<file path="config.mk">
export PLATFORM = sky130hd
export DESIGN_NAME = ptw_walker
export DESIGN_NICKNAME = d
export VERILOG_FILES = /design/src/rtl/ptw_pkg.sv /design/src/rtl/ptw_entry_addr.sv /design/src/rtl/ptw_fsm.sv /design/src/rtl/ptw_walker.sv
export SDC_FILE = /design/constraint.sdc
export NUM_CORES = 1
export LEC_CHECK = 0
export CORE_MARGIN = 5
export CORE_UTILIZATION = 30
export CTS_CLUSTER_DIAMETER = 200
export DETAILED_ROUTE_END_ITERATION = 8
export DONT_BUFFER_PORTS = 1
export HOLD_SLACK_MARGIN = 0.08
export PLACE_DENSITY_LB_ADDON = 0.1
export SKIP_LAST_GASP = 1
export SYNTH_ARGS = -nofsm -noshare
export SYNTH_HDL_FRONTEND = slang
export SYNTH_SLANG_ARGS = --single-unit
export TNS_END_PERCENT = 1
</file>
<file path="constraint.sdc">
create_clock -name clk -period 3 [get_ports clk]
set_input_delay 0.75 -clock clk [delete_from_list [all_inputs] [get_ports clk]]
set_output_delay 0.75 -clock clk [all_outputs]
set_load 0.1 [all_outputs]
</file>
<file path="src/rtl/ptw_pkg.sv">
package ptw_pkg;
   typedef enum logic [2:0] {
      WALK_IDLE  = 3'd0,
      WALK_DIR   = 3'd1,
      WALK_TBL   = 3'd2,
      WALK_DONE  = 3'd3,
      WALK_FAULT = 3'd4
   } walk_state_e;
endpackage

</file>
<file path="src/rtl/ptw_entry_addr.sv">
module ptw_entry_addr #(
   parameter int ADDR_W      = 32,
   parameter int OFF_W       = 12,
   parameter int IDX_W       = 10,
   parameter int ENTRY_BYTES = 4
) (
   input  logic [ADDR_W-OFF_W-1:0] frame,
   input  logic [IDX_W-1:0]        idx,
   output logic [ADDR_W-1:0]       entry_addr
);
   localparam int SH  = $clog2(ENTRY_BYTES);
   localparam int PAD = ADDR_W - IDX_W - SH;

   initial begin
      assert (ENTRY_BYTES == (1 << SH))
         else $error("entry size must be a power of two");
      assert (PAD > 0)
         else $error("index does not fit the address width");
   end

   logic [ADDR_W-1:0] table_start;
   logic [ADDR_W-1:0] idx_bytes;

   assign table_start = {frame, {OFF_W{1'b0}}};

   generate
      if (SH == 0) begin : g_byte_entries
         assign idx_bytes = {{PAD{1'b0}}, idx};
      end else begin : g_wide_entries
         assign idx_bytes = {{PAD{1'b0}}, idx, {SH{1'b0}}};
      end
   endgenerate

   assign entry_addr = table_start + idx_bytes;
endmodule

</file>
<file path="src/rtl/ptw_fsm.sv">
module ptw_fsm
   import ptw_pkg::*;
(
   input  logic        clk,
   input  logic        rst_n,
   input  logic        start,
   input  logic        bypass,
   input  logic        rd_valid,
   input  logic        present,
   output walk_state_e state
);
   walk_state_e nxt;

   always_comb begin
      nxt = state;
      unique case (state)
         WALK_IDLE:  if (start) nxt = bypass ? WALK_DONE : WALK_DIR;
         WALK_DIR:   if (rd_valid) nxt = present ? WALK_TBL : WALK_FAULT;
         WALK_TBL:   if (rd_valid) nxt = present ? WALK_DONE : WALK_FAULT;
         WALK_DONE:  nxt = WALK_IDLE;
         WALK_FAULT: nxt = WALK_IDLE;
         default:    nxt = WALK_IDLE;
      endcase
   end

   always_ff @(posedge clk or negedge rst_n) begin
      if (!rst_n) state <= WALK_IDLE;
      else        state <= nxt;
   end

   p_walk_order_r5: assert property (@(posedge clk) disable iff (!rst_n)
      (state == WALK_TBL) |-> ($past(state) == WALK_DIR || $past(state) == WALK_TBL));
endmodule

</file>
<file path="src/rtl/ptw_walker.sv">
module ptw_walker
   import ptw_pkg::*;
#(
   parameter int ADDR_W      = 32,
   parameter int DIR_W       = 10,
   parameter int TBL_W       = 10,
   parameter int OFF_W       = 12,
   parameter int ENTRY_BYTES = 4,
   parameter int PRESENT_BIT = 0
) (
   input  logic              clk,
   input  logic              rst_n,
   input  logic              cfg_paging_en,
   input  logic [ADDR_W-1:0] cfg_dir_base,
   input  logic              xlate_req,
   input  logic [ADDR_W-1:0] xlate_lin,
   output logic              xlate_ready,
   output logic              mem_rd_req,
   output logic [ADDR_W-1:0] mem_rd_addr,
   input  logic              mem_rd_valid,
   input  logic [ADDR_W-1:0] mem_rd_data,
   output logic              res_done,
   output logic              res_fault,
   output logic [ADDR_W-1:0] res_phys
);
   localparam int FRAME_W = ADDR_W - OFF_W;
   localparam int TBL_LO  = OFF_W;
   localparam int DIR_LO  = OFF_W + TBL_W;

   generate
      if (DIR_W + TBL_W + OFF_W != ADDR_W) begin : g_bad_split
         $error("index and offset widths must add up to the address width");
      end
      if (PRESENT_BIT >= OFF_W) begin : g_bad_present
         $error("present bit must lie below the frame field");
      end
   endgenerate

   walk_state_e state;
   logic [ADDR_W-1:0]  lin_q;
   logic [FRAME_W-1:0] dir_frame_q;
   logic [FRAME_W-1:0] tbl_frame_q;
   logic [ADDR_W-1:0]  phys_q;
   logic [ADDR_W-1:0]  dir_entry_addr;
   logic [ADDR_W-1:0]  tbl_entry_addr;
   logic               accept;
   logic               present;
   logic               unused_low_bits;

   assign accept          = xlate_req && xlate_ready;
   assign present         = mem_rd_data[PRESENT_BIT];
   assign unused_low_bits = ^{mem_rd_data[OFF_W-1:0], cfg_dir_base[OFF_W-1:0]};

   ptw_fsm u_fsm (
      .clk      (clk),
      .rst_n    (rst_n),
      .start    (accept),
      .bypass   (!cfg_paging_en),
      .rd_valid (mem_rd_valid),
      .present  (present),
      .state    (state)
   );

   ptw_entry_addr #(
      .ADDR_W(ADDR_W), .OFF_W(OFF_W), .IDX_W(DIR_W), .ENTRY_BYTES(ENTRY_BYTES)
   ) u_dir_addr (
      .frame      (dir_frame_q),
      .idx        (lin_q[ADDR_W-1:DIR_LO]),
      .entry_addr (dir_entry_addr)
   );

   ptw_entry_addr #(
      .ADDR_W(ADDR_W), .OFF_W(OFF_W), .IDX_W(TBL_W), .ENTRY_BYTES(ENTRY_BYTES)
   ) u_tbl_addr (
      .frame      (tbl_frame_q),
      .idx        (lin_q[DIR_LO-1:TBL_LO]),
      .entry_addr (tbl_entry_addr)
   );

   always_ff @(posedge clk or negedge rst_n) begin
      if (!rst_n) begin
         lin_q       <= '0;
         dir_frame_q <= '0;
         tbl_frame_q <= '0;
         phys_q      <= '0;
      end else begin
         if (accept) begin
            lin_q       <= xlate_lin;
            dir_frame_q <= cfg_dir_base[ADDR_W-1:OFF_W];
            if (!cfg_paging_en) phys_q <= xlate_lin;
         end
         if (state == WALK_DIR && mem_rd_valid) begin
            tbl_frame_q <= mem_rd_data[ADDR_W-1:OFF_W];
            if (!present) phys_q <= lin_q;
         end
         if (state == WALK_TBL && mem_rd_valid) begin
            phys_q <= present ? {mem_rd_data[ADDR_W-1:OFF_W], lin_q[OFF_W-1:0]} : lin_q;
         end
      end
   end

   assign xlate_ready = (state == WALK_IDLE);
   assign mem_rd_req  = (state == WALK_DIR) || (state == WALK_TBL);
   assign mem_rd_addr = (state == WALK_TBL) ? tbl_entry_addr : dir_entry_addr;
   assign res_done    = (state == WALK_DONE);
   assign res_fault   = (state == WALK_FAULT);
   assign res_phys    = phys_q;

   p_busy_no_accept_r2: assert property (@(posedge clk) disable iff (!rst_n)
      mem_rd_req |-> !xlate_ready);

   p_bypass_one_cycle_r3: assert property (@(posedge clk) disable iff (!rst_n)
      (xlate_req && xlate_ready && !cfg_paging_en) |=>
         (res_done && res_phys == $past(xlate_lin)));

   p_read_held_r4: assert property (@(posedge clk) disable iff (!rst_n)
      (mem_rd_req && !mem_rd_valid) |=> (mem_rd_req && $stable(mem_rd_addr)));

   p_fault_cause_r5: assert property (@(posedge clk) disable iff (!rst_n)
      $rose(res_fault) |-> ($past(mem_rd_valid) && !$past(present)));

   p_result_excl_r8: assert property (@(posedge clk) disable iff (!rst_n)
      !(res_done && res_fault));

   p_result_pulse_r8: assert property (@(posedge clk) disable iff (!rst_n)
      (res_done || res_fault) |=> (xlate_ready && !res_done && !res_fault));
endmodule

</file>
# Word-level counts from Yosys, hierarchy flattened
# Index checks and enable logic that the tools add are counted.
# W data, S select, Z words.
# totals
input_bits,101
elab_cells,34
register_bits,107
output_inout_bits,68
# classes
muxes,14
addsub,2
n_eq_ne,7
reduce_logical,6
# ops
op,count
$mux W32,7
$add A32 B12 Y32,2
$mux W3,5
$pmux W3 S3,1
$eq A3 B2 Y1 const B,2
$ne A2 B2 Y1 const B,2
$eq A3 B1 Y1 const B,1
$eq A3 B3 Y1 const B,1
$logic_and A1 B1 Y1,3
$logic_not A3 Y1,1
$reduce_and A3 Y1,1
$mux W2,1
$ne A2 B1 Y1 const B,1
$logic_or A1 B1 Y1,1

# Depth between registers and ports, before layout
# Gate-level depths: netlist of run 1.
# depth
depth_word,6
mapped_depth,8
mapped_depth_nobuf,4

# By module
# From an unflattened synthesis of run 1, not the netlist that was laid out.
# unflattened
cells_unflattened,493
hier_area_um2,5848.1
# modules_own_cells
module,seq_area_each_um2,n_inst,area_per_inst_um2,cells_each
ptw_walker,2602.5,1,5196.2,410
ptw_entry_addr,0.0,2,244.0,33
ptw_fsm,75.1,1,163.9,17

# Worst setup path after synthesis of run 1
# Ideal clock, no wire load.
# synth_path
path_type,reg2out
from,register u_fsm.state[1]
to,output res_fault
path_buffers,1
arrival_ps,2776
path_stages_with_launch,3
slack_ps,-526
t_required_ps,2250
path_cell_list,dfrtp_1 > buf_2 > nor3b_1
# synth_between
elab_chain_cells,1
# synth_rtl
element,line_no,text
from (decl),ptw_fsm.sv:10,output walk_state_e state
from (signal assigned),ptw_fsm.sv:28,else state <= nxt;
$eq A3 B3 Y1,ptw_walker.sv:106,assign res_fault = (state == WALK_FAULT);
to (decl),ptw_walker.sv:23,"output logic res_fault,"
# No other way between the ends.

# Final worst setup path of run 1
# layout_path
from,register u_fsm.state[0]
to,output mem_rd_addr[5]
# layout_between
elab_chain_cells,2
# layout_rtl
element,line_no,text
$eq A3 B2 Y1,ptw_walker.sv:104,assign mem_rd_addr = (state == WALK_TBL) ? tbl_entry_addr : dir_entry_addr;
$mux W32,ptw_walker.sv:104,
to (decl),ptw_walker.sv:19,"output logic [ADDR_W-1:0] mem_rd_addr,"
# No other way between the ends.

==> results of run 1 <==
[synth_stat cells (2+ instances only)]
| cell | number |
|---|---|
| a211oi_1 | 12 |
| a21oi_1 | 2 |
| a22oi_1 | 20 |
| a31oi_1 | 12 |
| a32oi_1 | 20 |
| buf_1 | 4 |
| buf_12 | 6 |
| buf_2 | 15 |
| buf_4 | 2 |
| clkbuf_1 | 24 |
| dfrtp_1 | 107 |
| mux2_2 | 72 |
| mux2_4 | 50 |
| nand2b_1 | 5 |
| nand3_1 | 33 |
| nor2_1 | 3 |
| nor2b_1 | 3 |
| nor3_1 | 2 |
| nor3b_1 | 2 |
| o21ai_0 | 29 |
| o21ai_1 | 4 |
| o22ai_1 | 20 |
[cells in the final DEF, fill, tap and decap left out, types with 4 or more instances in the layout]
| master | n |
|---|---|
| buf_12 | 33 |
| a31oi_1 | 12 |
| nand3_1 | 33 |
| clkbuf_16 | 9 |
| a211oi_1 | 12 |
| o21ai_1 | 5 |
| dfrtp_1 | 107 |
| o22ai_1 | 20 |
| buf_4 | 17 |
| mux2_4 | 50 |
| a22oi_1 | 20 |
| o21ai_0 | 28 |
| a32oi_1 | 20 |
| nand2b_1 | 4 |
| mux2_2 | 72 |
[layer usage]
layer | vias up | wire length [um] | GRT usage, %
met5 | - | 0 | 0
met4 | 0 | 288 | 5.17
met3 | 18 | 1750 | 6.19
met2 | 174 | 8900 | 27.1
met1 | 2098 | 7600 | 21.1
li1 | 1765 | - | -
[final timing paths]
| path | start | to | slack, ns |
|---|---|---|---|
| worst max-delay path | u_fsm.state[0] | mem_rd_addr[5] | 0.16 |
| worst min-delay path | rst_n | dir_frame_q[5] | 0.08 |
| worst max register to register | u_fsm.state[1] | dir_frame_q[11] | 0.55 |
| worst min register to register | tbl_frame_q[3] | tbl_frame_q[3] | 0.51 |
| max in group asynchronous | rst_n | u_fsm.state[2] | 2.77 |
| min in group clk | mem_rd_data[0] | u_fsm.state[2] | 0.49 |
[state kept, by name (all words and copies together) (netlist names)]
register	count
dir_frame_q	20
lin_q	32
res_phys	32
tbl_frame_q	20
u_fsm.state	3
[per-stage QoR]
stage	worst slack [ns]	hold WS, ns	std cells
after floorplan	0.299	0.454	462
after global placement	0.552	0.460	694
after detailed placement	0.529	0.459	694
after CTS	0.129	0.0654	710
after global routing	0.108	0.0585	710
final	0.158	0.0843	711
[critical path, stage by stage, from the launching register on]
cell	delay [ns]
dfrtp_1	0.38
nand2b_2	0.21
nor2_4	0.37
buf_12	0.22
mux2_2	0.38
buf_12	0.17
[area by class of cell]
class	instances	area, um2	area share [%]
Tap cell	234	293	4.28
Sequential cell	107	2680	39.2
Inverter	2	12.5	0.183
Clock buffer	9	225	3.29
Antenna cell	1	2.50	0.0366
Timing Repair Buffer	50	788	11.5
Multi-Input combinational cell	301	2760	40.3
Clock inverter	7	85.1	1.24
[cell families (layout without fill, tap and decap cells)]
logic type / after synthesis / count (layout) / share of synthesized area (%)
AND/OR/NAND/NOR: 55 / 55 / 5.35
other: 1 / 3 / 0.0658
flip-flops: 107 / 107 / 47.0
multiplexers: 122 / 122 / 27.4
XOR/XNOR: 1 / 1 / 0.154
AO/OA/AOI/OAI: 121 / 121 / 14.1
buffers and inverters: 54 / 68 / 5.95
==> results.md, run 1 <==
* Status: finished, final reports clean
* Max-Cap Viols at 0
* Final TNS setup at 0 ns
* Worst slew pin tran at 1.07 ns
* CTS sink count at approximately 110
* RSZ-0062 raised after global routing: no
* Die Width at ~150 um
* Async SR Flop Fraction at between 90% and 100%
* Port-buffer cells at 0
* Critical Path RT at between 2 and 2.5 ns
* Clk_lat worst skew at about 0.36 ns
* Vias per inst at 5.70
* Final Hold Viols at 0
* DRC at 0
* First-pass GRT wire length at around 28000 um
* Post-synth top flop: dfrtp_1
* CTS clock-pin slew for the worst setup and hold paths at ~0.080 ns
* # fillers at ~1800
* Grt total ovfl at 0
* Pin count of the biggest net entering global routing at roughly 110
* Type of the worst min-delay path: in2async
* Worst Path Class, Setup: reg2out
* Post-cts sizing count at 0
* Worst slew margin at ~28%
* Core Region at approximately 19000 um2
* Max Clock Skew at approximately 0.011 ns
* Routed Wire Length at between 15000 and 20000 um
* CTS tree: done
* Mapped Area at between 5000 and 6000 um2
* Mean area per synthesized cell at 12.4 um2
* Area leader, netlist: dfrtp_1
* Tmin final at 2.84 ns
* Wire length per cell after detailed routing at about 26 um
* Startpoint Class: flop
* Post-Syn Instances at 461
* Crit end category: output pin
* Setup Fix Bufs, Post-CTS at 0
* Crit Path Max Fanout at 15
* DP Area at 6530 um2
* Number of flops mapped to enable cells by yosys at 0
* Initial detailed-routing violation count at about 260
* Tot GR Track Use at 16.8%
* Final period util at 94.7%
* Final core utilization at approximately 37%
* Vias in the first global route at approximately 4400
* Synth area leaders: dfrtp_1 (47%), mux2_2 (14%), mux2_4 (13%)
* Nets at around 570
* Routed Antenna Nets at 0
* Max Fclk at ~350 MHz
* Worst R2R Path Depth at 6
* Area growth syn-to-layout at 19.9%
* First-pass detailed-route iteration total at 4
* Cts bufs inserted at 9
* Post-synth top area share at 47.0%
* Max Transition Viols Final at 0
* Post-DP HPWL at about 12000 um
* Post-synthesis sequential area ratio at 47.0%
* H-tree levels at 3
* Deepest clock path buffer count at 2
* Syn. warnings at 0
* I/O pin count at about 170
* Post-route cell area at 6840 um2
* Die ar. at roughly 22000 um2
* Root buf cell: clkbuf_16
* Die height at approximately 150 um
* Row Count at 50
* Share of cells above drive strength 1 at between 40 and 50%
* Starting Density at 30.5%
* Data arrival, critical path at about 2.1 ns
* Seq cells post-synth at ~110
* Post-synth cell types at 36
* Gpl congestion at just over 0.7
* # setup viols final at 0
* Initial antenna violation count at 0
* DR vias at a little over 4000
Power of run 1 is left out: the tool's default activity adds up to more than one toggle a clock period on the data nets, which glitch-free logic cannot reach.
==> run 2, diff against run 1 <==
--- a/config.mk
+++ b/config.mk
@@ -5,6 +5,7 @@
 export SDC_FILE = /design/constraint.sdc
 export NUM_CORES = 1
 export LEC_CHECK = 0
+export ABC_AREA = 1
 export CORE_MARGIN = 5
 export CORE_UTILIZATION = 30
 export CTS_CLUSTER_DIAMETER = 200
==> constraint.sdc (replaced) <==
create_clock -name clk -period 3 [get_ports clk]
set_input_delay 0.6 -clock clk [delete_from_list [all_inputs] [get_ports clk]]
set_output_delay 0.6 -clock clk [all_outputs]
set_load 0.1 [all_outputs]
==> results.md, run 2 <==
* Startpoint Class: flop
* Synth area leaders: dfrtp_1 (50%), nand2_1 (28%), o21ai_0 (5.4%)
* Post-synth top area share at between 50% and 60%
* Status: finished with violations
* Max Clock Skew at roughly 0.007 ns
* Final period util at between 80 and 90%
* Mux share of post-synthesis cell area at 0%
* RSZ-0062 raised after global routing: no
* Deepest clock path buffer count at 2
* Worst r2r dst: res_phys[5]
* H-tree levels at 3
* DR vias at around 4700
* Final Hold Viols at between 100 and 150
* Crit Path Max Fanout at 22
* Port-buffer cells at 0
* Most frequent cells in the layout: nand2_1 (399), dfrtp_1 (107), nand3_1 (50)
* RR Startpoint: u_fsm.state[2]
* Async SR Flop Fraction at 100%
* CTS sink count at around 110
* Data arrival, critical path at 1.83 ns
* Row Count at 48
* Number of flops mapped to enable cells by yosys at 0
* Post-Syn Instances at between 700 and 800
* Area leader, netlist: dfrtp_1
* CTS clock-pin slew for the worst setup and hold paths at about 0.08 ns
* Vias in the first global route at 4728
* Mapped Area at ~5300 um2
* Routed Antenna Nets at 0
* Commonest non-fill, non-tap cell in the layout: nand2_1
* Nets at about 860
* Worst slew margin at roughly 36%
* # fillers at about 1800
* Post-synth top flop: dfrtp_1
* Post-synthesis sequential area ratio at between 50% and 60%
* Post-Synth Simple-Gate Area at 35.8%
* Post-synth cell types at 23
* CTS tree: done
* Worst Path Class, Setup: reg2out
* Mean area per synthesized cell at a little over 7 um2
* Initial antenna violation count at 0
* Starting Density at between 30% and 40%
* Xor/xnor share of the synthesized area at 0%
* Worst-path cell chain: inv_2, nand3_2, inv_2, nand2_1, nand2_1, buf_12
* Max-Cap Viols at 0
* Routed Wire Length at between 15000 and 20000 um
* Placed Instances at just under 1000
* Core Region at approximately 17000 um2
* DRC at 0
* Worst path max stage delay at around 0.43 ns
* Max Fclk at between 400 and 500 MHz
* Tmin final at about 2.4 ns
* Largest family of logic cells by synthesized area: simple AND/OR/NAND/NOR gates
* Pin count of the biggest net entering global routing at 108
* Seq cells post-synth at between 100 and 150
* Critical Path RT at between 2 and 2.5 ns
* Die height at ~140 um
* Worst slew pin tran at 0.963 ns
* Syn. warnings at 0
* Post-DP HPWL at roughly 12000 um
* Post-route insts no fill at 985
* First-pass GRT wire length at approximately 27000 um
* Root buf cell: clkbuf_16
* First-pass detailed-route iteration total at 6
* Grt total ovfl at 0
* Gpl congestion at slightly below 0.8
* Wire length per cell after detailed routing at 17.7 um
* Worst R2R Path Depth at 9
* Tot GR Track Use at 17.2%
* Footprint of the multi-input gates at 2330 um2
* Share of cells above drive strength 1 at 11.6%
* Clk_lat worst skew at between 0.3 and 0.4 ns
* Hold_ws at -0.0758 ns
* CP max stage cell: dfrtp_1
* Synth Area in Compound Gates at 6.90%
* Count leader, synth: nand2_1
* Reg2reg setup slack at between 0.8 and 0.9 ns
* Area growth syn-to-layout at 22.3%
* Violated checks: negative hold slack
* Initial detailed-routing violation count at 329
* Die ar. at around 21000 um2
* Sequential cell area at about 2700 um2
* Type of the worst min-delay path: in2async
* Max Transition Viols Final at 0
* Vias per inst at 4.75
* Top cells by count, synth: nand2_1 (399), dfrtp_1 (107), o21ai_0 (58), nand3_1 (50), inv_1 (38)
* Post-cts sizing count at 0
* Crit end category: output pin
* # setup viols final at 0
* Die Width at 143 um
* Post-synthesis adder-cell area fraction at 0%
* Diode count at 0
* Cts bufs inserted at 9
* I/O pin count at roughly 170
## run 2: changes by cell type in the layout (fill, tap and decap cells not counted), moves of 10 or more
cell and change:
o21ai_0 +20, nand3_1 +17, a211oi_1 -12, o21ai_2 +10, mux2_2 -72, nand2_1 +398, mux2_4 -50, a31oi_1 -12
a22oi_1 -19, inv_1 +37, a32oi_1 -20, o22ai_1 -20
## run 2: worst max path at each step
stage / startpoint / end / slack, ns / cells past startpoint
global placement: u_fsm.state[2] / res_phys[5] / 0.89 / 9
detailed placement: u_fsm.state[2] / res_phys[5] / 0.86 / 9
CTS: u_fsm.state[2] / mem_rd_addr[19] / 0.57 / 6
finish: u_fsm.state[2] / mem_rd_addr[19] / 0.57 / 6
global route: u_fsm.state[2] / mem_rd_addr[31] / 0.44 / 6
floorplan: u_fsm.state[2] / mem_rd_addr[10] / -0.54 / 4
## run 2: per-stage QoR
stage | setup WS, ns | utilization, % | hold slack, ns | setup TNS, ns | cell area, um2
6_report | 0.575 | 37.6 | -0.0758 | 0 | 6520
5_1_grt | 0.441 | 37.6 | -0.103 | 0 | 6520
4_1_cts | 0.566 | 37.6 | -0.0909 | 0 | 6520
3_5_place_dp | 0.855 | 35.7 | 0.309 | 0 | 6200
3_3_place_gp | 0.889 | 35.7 | 0.308 | 0 | 6200
2_1_floorplan | -0.537 | - | 0.304 | -5.61 | 5330
## run 2: worst max-delay path, delay by kind of cell, from the launching register on
family / cells / cell delay [ns]
and+or+nand+nor: 3 / 0.41
DFF: 1 / 0.43
buffers and inverters: 3 / 0.62
## run 2: final cells by class
| cell class | instances | area share (%) |
|---|---|---|
| multi-input cells | 550 | 35.8 |
| repair buffers | 42 | 11.4 |
| inverters | 45 | 2.59 |
| well taps | 225 | 4.32 |
| clock buffers | 9 | 3.45 |
| flip-flops and latches | 107 | 41.1 |
| clock inverters | 7 | 1.38 |
## run 2: timing repair
item,4_1_cts,5_1_grt
setup buffers,0,0
setup endpoints to repair,0,0
endpoints found under the hold margin,107,107
## run 2: logic make-up after synthesis
kind of cell,after synthesis
buffers and inverters,89
AOI/OAI and AO/OA,73
DFF,107
and+or+nand+nor,475
other,1
## run 2: per-layer routing
metal  vias up  GRT usage, %  wire (um)
met1      2201          23.5       7750
met5         -             0          0
met4         0          4.96        287
met2       152          26.1       7870
met3        18          5.66       1540
li1       2311             -          -
Power of run 2 is left out for the same reason.
==> run 3, diff against run 2 <==
==> constraint.sdc (replaced) <==
create_clock -name clk -period 2.47 [get_ports clk]
set_input_delay 0.494 -clock clk [delete_from_list [all_inputs] [get_ports clk]]
set_output_delay 0.494 -clock clk [all_outputs]
set_load 0.1 [all_outputs]
==> results.md, run 3 (same netlist as run 2, synthesis figures left out) <==
* Data arrival, critical path at 1.76 ns
* Worst Path Class, Setup: reg2out
* Pre-CTS WS at around 0.37 ns
* Worst slew pin tran at roughly 0.63 ns
* Deepest clock path buffer count at 2
* Gpl congestion at about 0.82
* Tmin final at approximately 2.2 ns
* Commonest non-fill, non-tap cell in the layout: nand2_1
* DR vias at between 4000 and 5000
* Clk_lat worst skew at 0.35 ns
* Wire length per cell after detailed routing at 17.0 um
* Area growth syn-to-layout at 26.8%
* CTS tree: done
* Die ar. at between 20000 and 25000 um2
* Row Count at 48
* Routed Antenna Nets at 0
* Startpoint Class: flop
* Routed Wire Length at between 15000 and 20000 um
* First-pass GRT wire length at 26700 um
* CTS sink count at 107
* Type of the worst min-delay path: in2async
* Share of cells above drive strength 1 at 15.3%
* Crit Path Max Fanout at 24
* Grt total ovfl at 0
* Violated checks: negative hold slack
* Vias per inst at ~4.6
* Initial detailed-routing violation count at 412
* Critical Path RT at between 1.5 and 2 ns
* Vias in the first global route at 4591
* H-tree levels at 3
* Final core utilization at between 30% and 40%
* Most frequent cells in the layout: nand2_1 (399), dfrtp_1 (107), nand3_1 (50)
* # setup viols final at 0
* Cts bufs inserted at 9
* Core Region at 17400 um2
* Die height at between 100 and 150 um
* Pin count of the biggest net entering global routing at ~110
* Setup ws final at about 0.22 ns
* Nets at between 800 and 900
* Root buf cell: clkbuf_16
* Initial antenna violation count at 0
* Starting Density at a little under a third
* Worst slew margin at slightly below 60%
* CTS clock-pin slew for the worst setup and hold paths at around 0.08 ns
* Max Transition Viols Final at 0
* Status: finished with violations
* Diode count at 0
* I/O pin count at ~170
* Max Fclk at between 400 and 500 MHz
* Crit end category: output pin
* DRC at 0
* First-pass detailed-route iteration total at 5
* Tot GR Track Use at between 10% and 20%
* Setup Fix Bufs, Post-CTS at 0
* Die Width at about 140 um
* Final Hold Viols at 107
* Hold_ws at -0.179 ns
* Max Clock Skew at between 0.009 and 0.01 ns
* Port-buffer cells at 0
* Post-DP HPWL at between 10000 and 15000 um
* Final period util at roughly nine tenths
* RSZ-0062 raised after global routing: no
* Max-Cap Viols at 0
## run 3: worst paths after layout
check | slack, ns | end | from | depth (start not counted)
setup / recovery | 0.22 | mem_rd_addr[10] | u_fsm.state[2] | 6
hold / removal | -0.18 | res_phys[11] | rst_n | 0
max in group asynchronous | 2.48 | lin_q[24] | rst_n | 0
min in group clk | 0.25 | lin_q[11] | xlate_lin[11] | 2
hold reg to reg | 0.47 | tbl_frame_q[11] | tbl_frame_q[11] | 2
setup reg to reg | 0.47 | res_phys[13] | u_fsm.state[2] | 9
## run 3: cell type report
| cell class | instances | area, um2 |
|---|---|---|
| multi-input cells | 550 | 2340 |
| fillers | 1794 | 10600 |
| repair buffers | 75 | 983 |
| well taps | 225 | 282 |
| clock inverters | 7 | 82.6 |
| inverters | 45 | 170 |
| flip-flops and latches | 107 | 2680 |
| clock buffers | 9 | 225 |
## run 3: metal layers
metal	track usage, %	up-vias	wire length, um
met2	25.2	162	7590
met1	23.6	2170	7880
met3	4.49	19	1480
met5	0	-	0
li1	-	2378	-
met4	6.49	0	410
## run 3: worst max-delay path, stage by stage, from the launching register on
cell	delay, ns
dfrtp_1	0.42
inv_2	0.09
nand3_2	0.11
buf_4	0.30
nand2_1	0.14
o21ai_2	0.12
buf_12	0.20
## run 3: stage by stage
stage	cells	TNS, ns	hold slack, ns	instance area (um2)
final	1018	0	-0.179	6760
after global routing	1018	0	-0.196	6760
after CTS	1018	0	-0.194	6760
after detailed placement	1002	0	0.203	6450
after global placement	1002	0	0.204	6450
after floorplan	746	-3.07	0.198	5340
## run 3: timing repair
action,CTS,global route
setup endpoints to repair,0,1
endpoints found under the hold margin,107,107
gates resized for setup,0,1
Power of run 3 is left out for the same reason.
